File: src/rtl/pgf_pkg.sv
// Package: shared constants and types for the pattern table fetch unit.
// Assumes a 10-bit program word: two routing bits above eight pattern bits.
package pgf_pkg;
    localparam int WORD_W   = 10;
    localparam int NIB_W    = 4;
    localparam int PAGE_LSB = 6;   // low program-counter bits replaced by the table index
    localparam int RAW_W    = 12;  // width of the composed table index

    // Fetch sequencer states
    typedef enum logic [1:0] {
        PG_IDLE  = 2'd0,
        PG_FETCH = 2'd1,
        PG_ROUTE = 2'd2
    } pg_state_t;

    // Layout of a fetched word; bit 9 routes to ports, bit 8 to registers
    typedef struct packed {
        logic             to_port;
        logic             to_reg;
        logic [NIB_W-1:0] hi;
        logic [NIB_W-1:0] lo;
    } pg_word_t;
endpackage

File: src/rtl/pgf_addr.sv
// Module: builds the table address from operands and the program page.
// Assumes ADDR_W lies between 10 and 12; the result is cut to ADDR_W bits.
module pgf_addr
    import pgf_pkg::*;
#(
    parameter int ADDR_W = 12
) (
    input  logic [2:0]        op_sel,
    input  logic [NIB_W-1:0]  acc,
    input  logic [NIB_W-1:0]  breg,
    input  logic              carry,
    input  logic [ADDR_W-1:0] pc,
    output logic [ADDR_W-1:0] addr
);
    logic [RAW_W-1:0] pc_ext;
    logic [RAW_W-1:0] index;
    logic [RAW_W-1:0] full;

    // Compose the index, merge the page bits, then cut to the ROM width
    always_comb begin
        pc_ext = '0;
        pc_ext[ADDR_W-1:0] = pc;
        index = {op_sel, carry, breg, acc};
        full  = index | (pc_ext & ~RAW_W'((1 << PAGE_LSB) - 1));
        addr  = full[ADDR_W-1:0];
    end
endmodule

File: src/rtl/pgf_seq.sv
// Module: three-state sequencer that accepts a start, issues one ROM read
// and marks the routing cycle. Assumes ROM read latency of one cycle.
module pgf_seq
    import pgf_pkg::*;
#(
    parameter int ADDR_W = 12
) (
    input  logic              clk,
    input  logic              rst_n,
    input  logic              start,
    input  logic [ADDR_W-1:0] addr_in,
    output logic [ADDR_W-1:0] addr_q,
    output logic              rom_rd,
    output logic              busy,
    output logic              done
);
    pg_state_t state;

    // Advance the state and capture the address on an accepted start
    always_ff @(posedge clk) begin
        if (!rst_n) begin
            state  <= PG_IDLE;
            addr_q <= '0;
        end else begin
            case (state)
                PG_IDLE: if (start) begin
                    state  <= PG_FETCH;
                    addr_q <= addr_in;
                end
                PG_FETCH: state <= PG_ROUTE;
                default:  state <= PG_IDLE;
            endcase
        end
    end

    // Decode outputs from the state
    always_comb begin
        rom_rd = (state == PG_FETCH);
        done   = (state == PG_ROUTE);
        busy   = (state != PG_IDLE);
    end

    // every read is caused by a start and is followed by done
    a_r4_read_from_start: assert property (@(posedge clk) disable iff (!rst_n)
        rom_rd |-> $past(start));
    a_r4_read_then_done: assert property (@(posedge clk) disable iff (!rst_n)
        rom_rd |=> done);
    // no new read may follow a busy cycle
    a_r10_busy_blocks_read: assert property (@(posedge clk) disable iff (!rst_n)
        busy |=> !rom_rd);
endmodule

File: src/rtl/pgf_route.sv
// Module: decodes the fetched word into register loads and port writes.
// Assumes rom_data is valid during the cycle in which done is high.
module pgf_route
    import pgf_pkg::*;
(
    input  logic              clk,
    input  logic              rst_n,
    input  logic              done,
    input  logic [WORD_W-1:0] rom_data,
    output logic              a_ld,
    output logic [NIB_W-1:0]  a_val,
    output logic              b_ld,
    output logic [NIB_W-1:0]  b_val,
    output logic              r2_wr,
    output logic [NIB_W-1:0]  r2_val,
    output logic              r3_wr,
    output logic [NIB_W-1:0]  r3_val
);
    pg_word_t w;

    // Split the word and raise the selected strobes
    always_comb begin
        w      = pg_word_t'(rom_data);
        a_ld   = done & w.to_reg;
        b_ld   = done & w.to_reg;
        r2_wr  = done & w.to_port;
        r3_wr  = done & w.to_port;
        a_val  = w.lo;
        b_val  = w.hi;
        r2_val = w.hi;
        r3_val = w.lo;
    end

    // no strobe may appear outside the routing cycle
    a_r9_quiet_outside_done: assert property (@(posedge clk) disable iff (!rst_n)
        !done |-> !(a_ld || b_ld || r2_wr || r3_wr));
endmodule

File: src/rtl/pgf_fetch_unit.sv
// Module: top of the pattern table fetch unit. It joins address build,
// sequencing and routing. Assumes a synchronous ROM with one cycle of latency.
module pgf_fetch_unit
    import pgf_pkg::*;
#(
    parameter int ADDR_W = 12
) (
    input  logic              clk,
    input  logic              rst_n,
    input  logic              start,
    input  logic [2:0]        op_sel,
    input  logic [3:0]        acc,
    input  logic [3:0]        breg,
    input  logic              carry,
    input  logic [ADDR_W-1:0] pc,
    output logic              rom_rd,
    output logic [ADDR_W-1:0] rom_addr,
    input  logic [9:0]        rom_data,
    output logic              busy,
    output logic              done,
    output logic              a_ld,
    output logic [3:0]        a_val,
    output logic              b_ld,
    output logic [3:0]        b_val,
    output logic              r2_wr,
    output logic [3:0]        r2_val,
    output logic              r3_wr,
    output logic [3:0]        r3_val
);
    logic [ADDR_W-1:0] addr_c;

    pgf_addr #(.ADDR_W(ADDR_W)) u_addr (
        .op_sel (op_sel),
        .acc    (acc),
        .breg   (breg),
        .carry  (carry),
        .pc     (pc),
        .addr   (addr_c)
    );

    pgf_seq #(.ADDR_W(ADDR_W)) u_seq (
        .clk     (clk),
        .rst_n   (rst_n),
        .start   (start),
        .addr_in (addr_c),
        .addr_q  (rom_addr),
        .rom_rd  (rom_rd),
        .busy    (busy),
        .done    (done)
    );

    pgf_route u_route (
        .clk      (clk),
        .rst_n    (rst_n),
        .done     (done),
        .rom_data (rom_data),
        .a_ld     (a_ld),
        .a_val    (a_val),
        .b_ld     (b_ld),
        .b_val    (b_val),
        .r2_wr    (r2_wr),
        .r2_val   (r2_val),
        .r3_wr    (r3_wr),
        .r3_val   (r3_val)
    );

    // done only arrives while busy
    a_r5_done_while_busy: assert property (@(posedge clk) disable iff (!rst_n)
        done |-> busy);
    // the address does not move between the read and the routing cycle
    a_r11_addr_held: assert property (@(posedge clk) disable iff (!rst_n)
        done |-> $stable(rom_addr));
endmodule

File: config.mk
export PLATFORM = sky130hd
export DESIGN_NAME = pgf_fetch_unit
export DESIGN_NICKNAME = d
export VERILOG_FILES = /design/src/rtl/pgf_pkg.sv /design/src/rtl/pgf_addr.sv /design/src/rtl/pgf_seq.sv /design/src/rtl/pgf_route.sv /design/src/rtl/pgf_fetch_unit.sv
export SDC_FILE = /design/constraint.sdc
export NUM_CORES = 1
export LEC_CHECK = 0
export BUFFER_PORTS_ARGS = -buffer_cell sky130_fd_sc_hd__clkbuf_2
export CORE_UTILIZATION = 39
export CTS_CLUSTER_DIAMETER = 50
export DETAILED_ROUTE_END_ITERATION = 8
export HOLD_SLACK_MARGIN = 0.15
export PLACE_DENSITY = 0.86
export REMOVE_ABC_BUFFERS = 1
export SYNTH_ARGS = -nofsm -noshare
export SYNTH_HDL_FRONTEND = slang
export SYNTH_HIERARCHICAL = 1
export SYNTH_SLANG_ARGS = --single-unit
File: constraint.sdc
create_clock -name clk -period 3.3 [get_ports clk]
set_input_delay 0.165 -clock clk [delete_from_list [all_inputs] [get_ports clk]]
set_output_delay 0.165 -clock clk [all_outputs]
set_load 0.02 [all_outputs]
==> results of run 1 <==
-- critical path, delay by kind of cell (launching register included) --
kind,cells,cell delay (ps)
buffers and inverters,1,170
flip-flops,1,400
AND/OR/NAND/NOR,2,390
-- state kept, by name, indices dropped and copies added, names as in the netlist --
| signal | count |
|---|---|
| u_seq/addr_q | 12 |
| u_seq/state | 2 |
-- kinds of logic (layout without fill, tap and decap cells) --
kind of cell	after synthesis	after routing
buffers and inverters	28	50
DFF	14	14
muxes	12	12
and+or+nand+nor	38	38
-- placed cells by master, fill, tap and decap left out, drive strengths merged --
master and instances:
nor3b 1, or2 7, and2b 1, clkbuf 44, nor2b 1, mux2i 12, and2 4, nand2 24
dfxtp 14, dlygate4sd3 6
-- report_power, final --
group | internal, mW | switching (mW)
clock | 0.0421 | 0.0473
sequential | 0.182 | 0.00726
combinational | 0.0401 | 0.0463
-- final cells by class --
| cell class | count | area [um2] |
|---|---|---|
| fill | 196 | 1028 |
| multi-input combinational | 50 | 311.5 |
| sequential | 14 | 280.3 |
| timing repair buffer | 47 | 265.3 |
| tap | 27 | 33.78 |
| clock buffer | 3 | 22.52 |
-- cells in the mapped netlist, drive strengths merged --
| master | n | area [um2] |
|---|---|---|
| nand2 | 24 | 90.09 |
| buf | 28 | 210.2 |
| and2b | 1 | 7.510 |
| and2 | 4 | 25.02 |
| mux2i | 12 | 120.1 |
| dfxtp | 14 | 280.3 |
| nor3b | 1 | 18.77 |
| nor2b | 1 | 6.260 |
| or2 | 7 | 43.79 |
-- per-layer routing --
metal  up-vias  global-route usage, %  routed length [um]
met5         -                  10.00                   0
met4         0                  3.429                   0
met3         0                  12.69                 281
met2        51                  21.92                 711
met1       237                  11.21                 554
li1        308                      -                   -
-- final timing paths --
check | endpoint | slack, ps | cells after the start
max | a_ld | 1910 | 3
max reg2reg | u_seq/addr_q[1] | 1920 | 2
min | u_seq/addr_q[11] | 240 | 4
min reg2reg | u_seq/addr_q[4] | 460 | 2
-- through the flow --
stage | cell area [um2] | power, mW | setup slack [ps]
2_1_floorplan | 591.8 | 0.2406 | 1929
3_3_place_gp | 830.8 | 0.2725 | 1944
3_5_place_dp | 830.8 | 0.2759 | 1900
4_1_cts | 913.4 | 0.3724 | 1875
5_1_grt | 913.4 | 0.3879 | 1770
6_report | 913.4 | 0.3653 | 1912
==> impl_metrics.env, run 1 <==
export IMPL_post_drt_via_cell_ratio=4.227
export IMPL_synth_mux_area_share_pct=14.98
export IMPL_reg2reg_from="u_seq/state[1]"
export IMPL_yosys_warnings=6
export IMPL_ys_ff_latch=14
export IMPL_die_y_um=47.35
export IMPL_grt_pass1_wl_um=2070
export IMPL_power_density_mw_per_mm2=399.9
export IMPL_clkLatencyLatePin_ps=260
export IMPL_min_delay_start="op_sel[2]"
export IMPL_status="finished clean"
export IMPL_hold_violations=0
export IMPL_gp_congestion=0.5469
export IMPL_clock_skew_ps=0.9328
export IMPL_leakage_nw=0.4769
export IMPL_cts_clk_slew_worst_paths_ps=80
export IMPL_num_rows=16
export IMPL_hold_buffers=6
export IMPL_synthToLayoutAreaGrowth_pct=13.88
export IMPL_critPathRequiredTime_ps=3130
export IMPL_synth_compound_gate_area_share_pct=0
export IMPL_cts_made_buffers=3
export IMPL_drt_total_wl_um=1547
export IMPL_crit_path_start="u_seq/state[1]"
export IMPL_drt_pass1_iter_count=1
export IMPL_core_mm2=0.001942
export IMPL_critPathArrivalTime_ps=1220
export IMPL_synth_fa_ha_area_share_pct=0
export IMPL_clock_path_buffers=2
export IMPL_avgSynthCellArea_um2=8.718
export IMPL_stdcell_count=141
export IMPL_start_util_pct=41.30
export IMPL_timing_hold_ws_ps=238.0
export IMPL_hpwlAfterDp_um=1194
export IMPL_io_buffer_count=41
export IMPL_clock_tree_root_cell="clkbuf_4"
export IMPL_clock_sinks=14
export IMPL_syn_cell_area_um2=802.0
export IMPL_drive_gt1_share_pct=39.47
export IMPL_cp_start_kind="register"
export IMPL_synth_cell_types=11
export IMPL_ir_drop_v=0.0001757
export IMPL_slowest_stage="dfxtp_1"
export IMPL_drc_errors=0
export IMPL_finalCritPeriodShare_pct=42.06
export IMPL_finalCriticalPeriod_ps=1388
export IMPL_n_antenna_cell=0
export IMPL_cts_tree="built"
export IMPL_utilization_pct=47.04
export IMPL_initialDrtViolationCount=0
export IMPL_tns_ps=0
export IMPL_end_kind="output pin"
export IMPL_hold_class="primary input to register"
export IMPL_dp_cells=132
export IMPL_rsz0062_at_grt="no"
export IMPL_synthSimpleGateAreaFrac_pct=23.87
export IMPL_antenna_found_initial=0
export IMPL_postSynthCellCount=92
export IMPL_grt_max_degree=27
export IMPL_critPathMaxFanout=4
export IMPL_h_tree_depth=1
export IMPL_worstPathCellList="nor2b_1 > and2_1 > clkbuf_2"
export IMPL_cap_violations=0
export IMPL_wl_per_cell_um=10.97
export IMPL_synth_xor_area_share_pct=0
export IMPL_num_io_pins=72
export IMPL_synth_top_family_by_area="buffers and inverters"
export IMPL_ant_nets=0
export IMPL_die_area_mm2=0.002242
export IMPL_cts_setup_buffers=0
export IMPL_worstMarginPinSlew_ps=795.2
export IMPL_clock_fmax_mhz=720.5
export IMPL_grt_pass1_vias=498
export IMPL_ys_seq_area_share_pct=34.95
export IMPL_vias=596
export IMPL_setup_viol=0
export IMPL_slew_headroom_pct=46.93
export IMPL_worst_setup_path_type="register to output pin"
export IMPL_die_w_um=47.35
export IMPL_cts_resized=0
export IMPL_track_usage_pct=13.47
export IMPL_overflow=0
export IMPL_crit_path_max_incr_delay_ps=400
export IMPL_finalMaxSlewViolations=0
export IMPL_nets=153
No activity file was read; power rests on OpenSTA's default activity.
==> run 2: changes to the inputs <==
--- a/config.mk
+++ b/config.mk
@@ -5,12 +5,13 @@
 export SDC_FILE = /design/constraint.sdc
 export NUM_CORES = 1
 export LEC_CHECK = 0
+export ABC_AREA = 1
 export BUFFER_PORTS_ARGS = -buffer_cell sky130_fd_sc_hd__clkbuf_2
-export CORE_UTILIZATION = 39
+export CORE_UTILIZATION = 38
 export CTS_CLUSTER_DIAMETER = 50
 export DETAILED_ROUTE_END_ITERATION = 8
 export HOLD_SLACK_MARGIN = 0.15
-export PLACE_DENSITY = 0.86
+export PLACE_DENSITY = 0.81
 export REMOVE_ABC_BUFFERS = 1
 export SYNTH_ARGS = -nofsm -noshare
 export SYNTH_HDL_FRONTEND = slang
==> constraint.sdc (replaced) <==
create_clock -name clk -period 1.32 [get_ports clk]
set_input_delay 0.066 -clock clk [delete_from_list [all_inputs] [get_ports clk]]
set_output_delay 0.066 -clock clk [all_outputs]
set_load 0.02 [all_outputs]
==> impl_metrics.env, run 2 <==
export IMPL_synthToLayoutAreaGrowth_pct=23.09
export IMPL_clkPwrFrac_pct=27.2
export IMPL_num_io_pins=72
export IMPL_postSynthCellCount=136
export IMPL_worstMarginPinSlew_ps=505.9
export IMPL_die_w_um=50.66
export IMPL_drive_gt1_share_pct=31.14
export IMPL_slowest_stage="dfxtp_1"
export IMPL_cp_num_buf_inv=3
export IMPL_hold_violations=0
export IMPL_pwr_share_comb_pct=29.5
export IMPL_grt_max_degree=26
export IMPL_synth_top_family_by_area="buffers and inverters"
export IMPL_clock_skew_ps=5.611
export IMPL_yosys_area_top_type="dfxtp_1"
export IMPL_synth_top_cells_by_area="dfxtp_1 31%, buf_4 20%, inv_1 13%"
export IMPL_n_antenna_cell=0
export IMPL_drc_errors=0
export IMPL_synth_compound_gate_area_share_pct=7.510
export IMPL_wl_per_cell_um=9.631
export IMPL_largest_reg_flops=12
export IMPL_post_drt_via_cell_ratio=4.323
export IMPL_nets=205
export IMPL_synth_xor_area_share_pct=0
export IMPL_critPathTopFamily="flip-flops"
export IMPL_r2r_setup_slack_ps=350
export IMPL_tns_ps=0
export IMPL_cts_clk_slew_worst_paths_ps=90
export IMPL_yosysMostFrequentCell="inv_1"
export IMPL_worst_setup_path_type="register to output pin"
export IMPL_wl_met1_um=826
export IMPL_seqPwrFrac_pct=43.3
export IMPL_dr_wl_met3_um=155
export IMPL_mostFrequentLayoutCell="clkbuf_2"
export IMPL_end_kind="output pin"
export IMPL_track_usage_pct=16.06
export IMPL_power_density_mw_per_mm2=999.0
export IMPL_critPathMaxFanout=13
export IMPL_clock_tree_root_cell="clkbuf_4"
export IMPL_status="finished clean"
export IMPL_synth_fa_ha_area_share_pct=0
export IMPL_start_util_pct=40.67
export IMPL_worstPathCellList="nor2_4 > buf_4 > inv_1 > clkbuf_2"
export IMPL_h_tree_depth=1
export IMPL_die_y_um=50.66
export IMPL_die_area_mm2=0.002566
export IMPL_netlist_area_leader_share_pct=31.15
export IMPL_yosys_warnings=6
export IMPL_cap_violations=0
export IMPL_finalCritPeriodShare_pct=89.72
export IMPL_routed_top_layer="met4"
export IMPL_clock_fmax_mhz=844.3
export IMPL_gp_congestion=0.5849
export IMPL_synthTopCellsByCount="30 x inv_1, 24 x buf_4, 21 x nand2_1, 15 x nor2_1, 14 x dfxtp_1"
export IMPL_drt_total_wl_um=1878
export IMPL_mostFrequentLayoutCells="41 x clkbuf_2, 30 x inv_1, 21 x nand2_1"
export IMPL_io_buffer_count=41
export IMPL_ys_flop_type="dfxtp_1"
export IMPL_top_register="u_seq/addr_q"
export IMPL_wl_met2_um=874
export IMPL_clock_path_buffers=2
export IMPL_synth_cell_types=13
export IMPL_hold_class="primary input to register"
export IMPL_critPathArrivalTime_ps=1120
export IMPL_p_switching_mw=0.3540
export IMPL_synthSimpleGateAreaFrac_pct=23.50
export IMPL_leakage_nw=0.6895
export IMPL_syn_cell_area_um2=899.6
export IMPL_synthArstFlopShare_pct=0
export IMPL_finalMaxSlewViolations=0
export IMPL_dp_cells=177
export IMPL_drt_pass1_iter_count=4
export IMPL_ant_nets=0
export IMPL_cts_made_buffers=3
export IMPL_setup_viol=0
export IMPL_ys_ff_latch=14
export IMPL_core_mm2=0.002212
export IMPL_overflow=0
export IMPL_crit_path_max_incr_delay_ps=420
export IMPL_initialDrtViolationCount=7
export IMPL_slew_headroom_pct=66.27
export IMPL_vias=843
export IMPL_cp_start_kind="register"
export IMPL_num_rows=17
export IMPL_stdcell_count=195
export IMPL_ys_seq_area_share_pct=31.15
export IMPL_synth_edf_count=0
export IMPL_ir_drop_v=0.0004546
export IMPL_cts_tree="built"
export IMPL_grt_pass1_wl_um=3105
export IMPL_antenna_found_initial=0
export IMPL_clkLatencyLatePin_ps=270
export IMPL_reg_largest_list="u_seq/addr_q x12, u_seq/state x2"
export IMPL_hpwlAfterDp_um=1240
export IMPL_p_sw_share_pct=32.00
export IMPL_intPower_mw=0.7522
export IMPL_grt_pass1_vias=737
export IMPL_clock_sinks=14
export IMPL_avgSynthCellArea_um2=6.615
export IMPL_critPathRequiredTime_ps=1250
export IMPL_rsz0062_at_grt="no"
export IMPL_finalCriticalPeriod_ps=1184
export IMPL_synth_mux_area_share_pct=0
-- run 2: cell types whose count changed after synthesis, moves of 2 or more --
cell / previous run / this run
nor2_1: 0 / 15
nand2_1: 24 / 21
nand3_1: 0 / 12
buf_6: 0 / 3
or2_1: 7 / 0
and2_1: 4 / 0
a21oi_1: 0 / 10
mux2i_1: 12 / 0
a21oi_2: 0 / 2
inv_1: 0 / 30
-- run 2: layout make-up --
type | count | area, um2
clock buffer | 4 | 36.28
fill | 257 | 1105
inverter | 30 | 112.6
multi-input combinational | 62 | 281.5
sequential | 14 | 281.5
tap | 28 | 35.03
timing repair buffer | 57 | 360.3
-- run 2: logic make-up (layout without fill, tap and decap cells) --
group                  after synthesis  after routing
and+or+nand+nor                     50             50
DFF                                 14             14
buffers and inverters               60             91
AOI/OAI and AO/OA                   12             12
-- run 2: layer usage --
layer	global-route usage, %	vias up
li1	-	439
met4	6.481	0
met1	19.30	361
met2	26.00	39
met3	5.455	4
met5	0	-
-- run 2: what timing repair did --
| action | 4_1_cts | 5_1_grt |
|---|---|---|
| endpoints found under the hold margin | 22 | 0 |
| hold buffers | 14 | 0 |
| buffers inserted | 0 | 0 |
| gates resized for setup | 0 | 2 |
| endpoints found under the setup margin | 0 | 4 |
-- run 2: worst paths after layout --
kind / to / from / cells after the start
worst min-delay path: u_seq/addr_q[10] / pc[10] / 7
worst max-delay path: busy / u_seq/state[0] / 4
worst max register to register: u_seq/addr_q[2] / u_seq/state[0] / 4
worst min register to register: u_seq/state[1] / u_seq/state[1] / 1
-- run 2: power by group through the flow --
| stage | Combinational (mW) | Clock, mW | Sequential (mW) |
|---|---|---|---|
| 6_report | 0.326 | 0.301 | 0.479 |
| 5_1_grt | 0.360 | 0.334 | 0.484 |
| 4_1_cts | 0.326 | 0.319 | 0.479 |
| 3_5_place_dp | 0.253 | 0 | 0.488 |
| 3_3_place_gp | 0.248 | 0 | 0.488 |
| 2_1_floorplan | 0.105 | 0 | 0.527 |
-- run 2: worst reg2reg max path, stage by stage, from the launching register on --
cell	delay [ps]
dfxtp_1	420
nor2_4	40
buf_4	180
a21oi_1	160
nor2_1	70
-- run 2: through the flow --
| stage | area (um2) | hold WS (ps) | setup slack, ps | total power [mW] | utilization [%] |
|---|---|---|---|---|---|
| final | 1107 | 165.0 | 135.7 | 1.106 | 50.06 |
| after CTS | 1104 | 159.4 | 14.10 | 1.124 | 49.89 |
| after global placement | 927.1 | 132.2 | 358.9 | 0.7359 | 41.91 |
| after floorplan | 671.9 | 132.0 | 113.7 | 0.6327 | - |
| after detailed placement | 927.1 | 132.2 | 326.9 | 0.7409 | 41.91 |
| after global routing | 1107 | 200.4 | 50.41 | 1.178 | 50.06 |
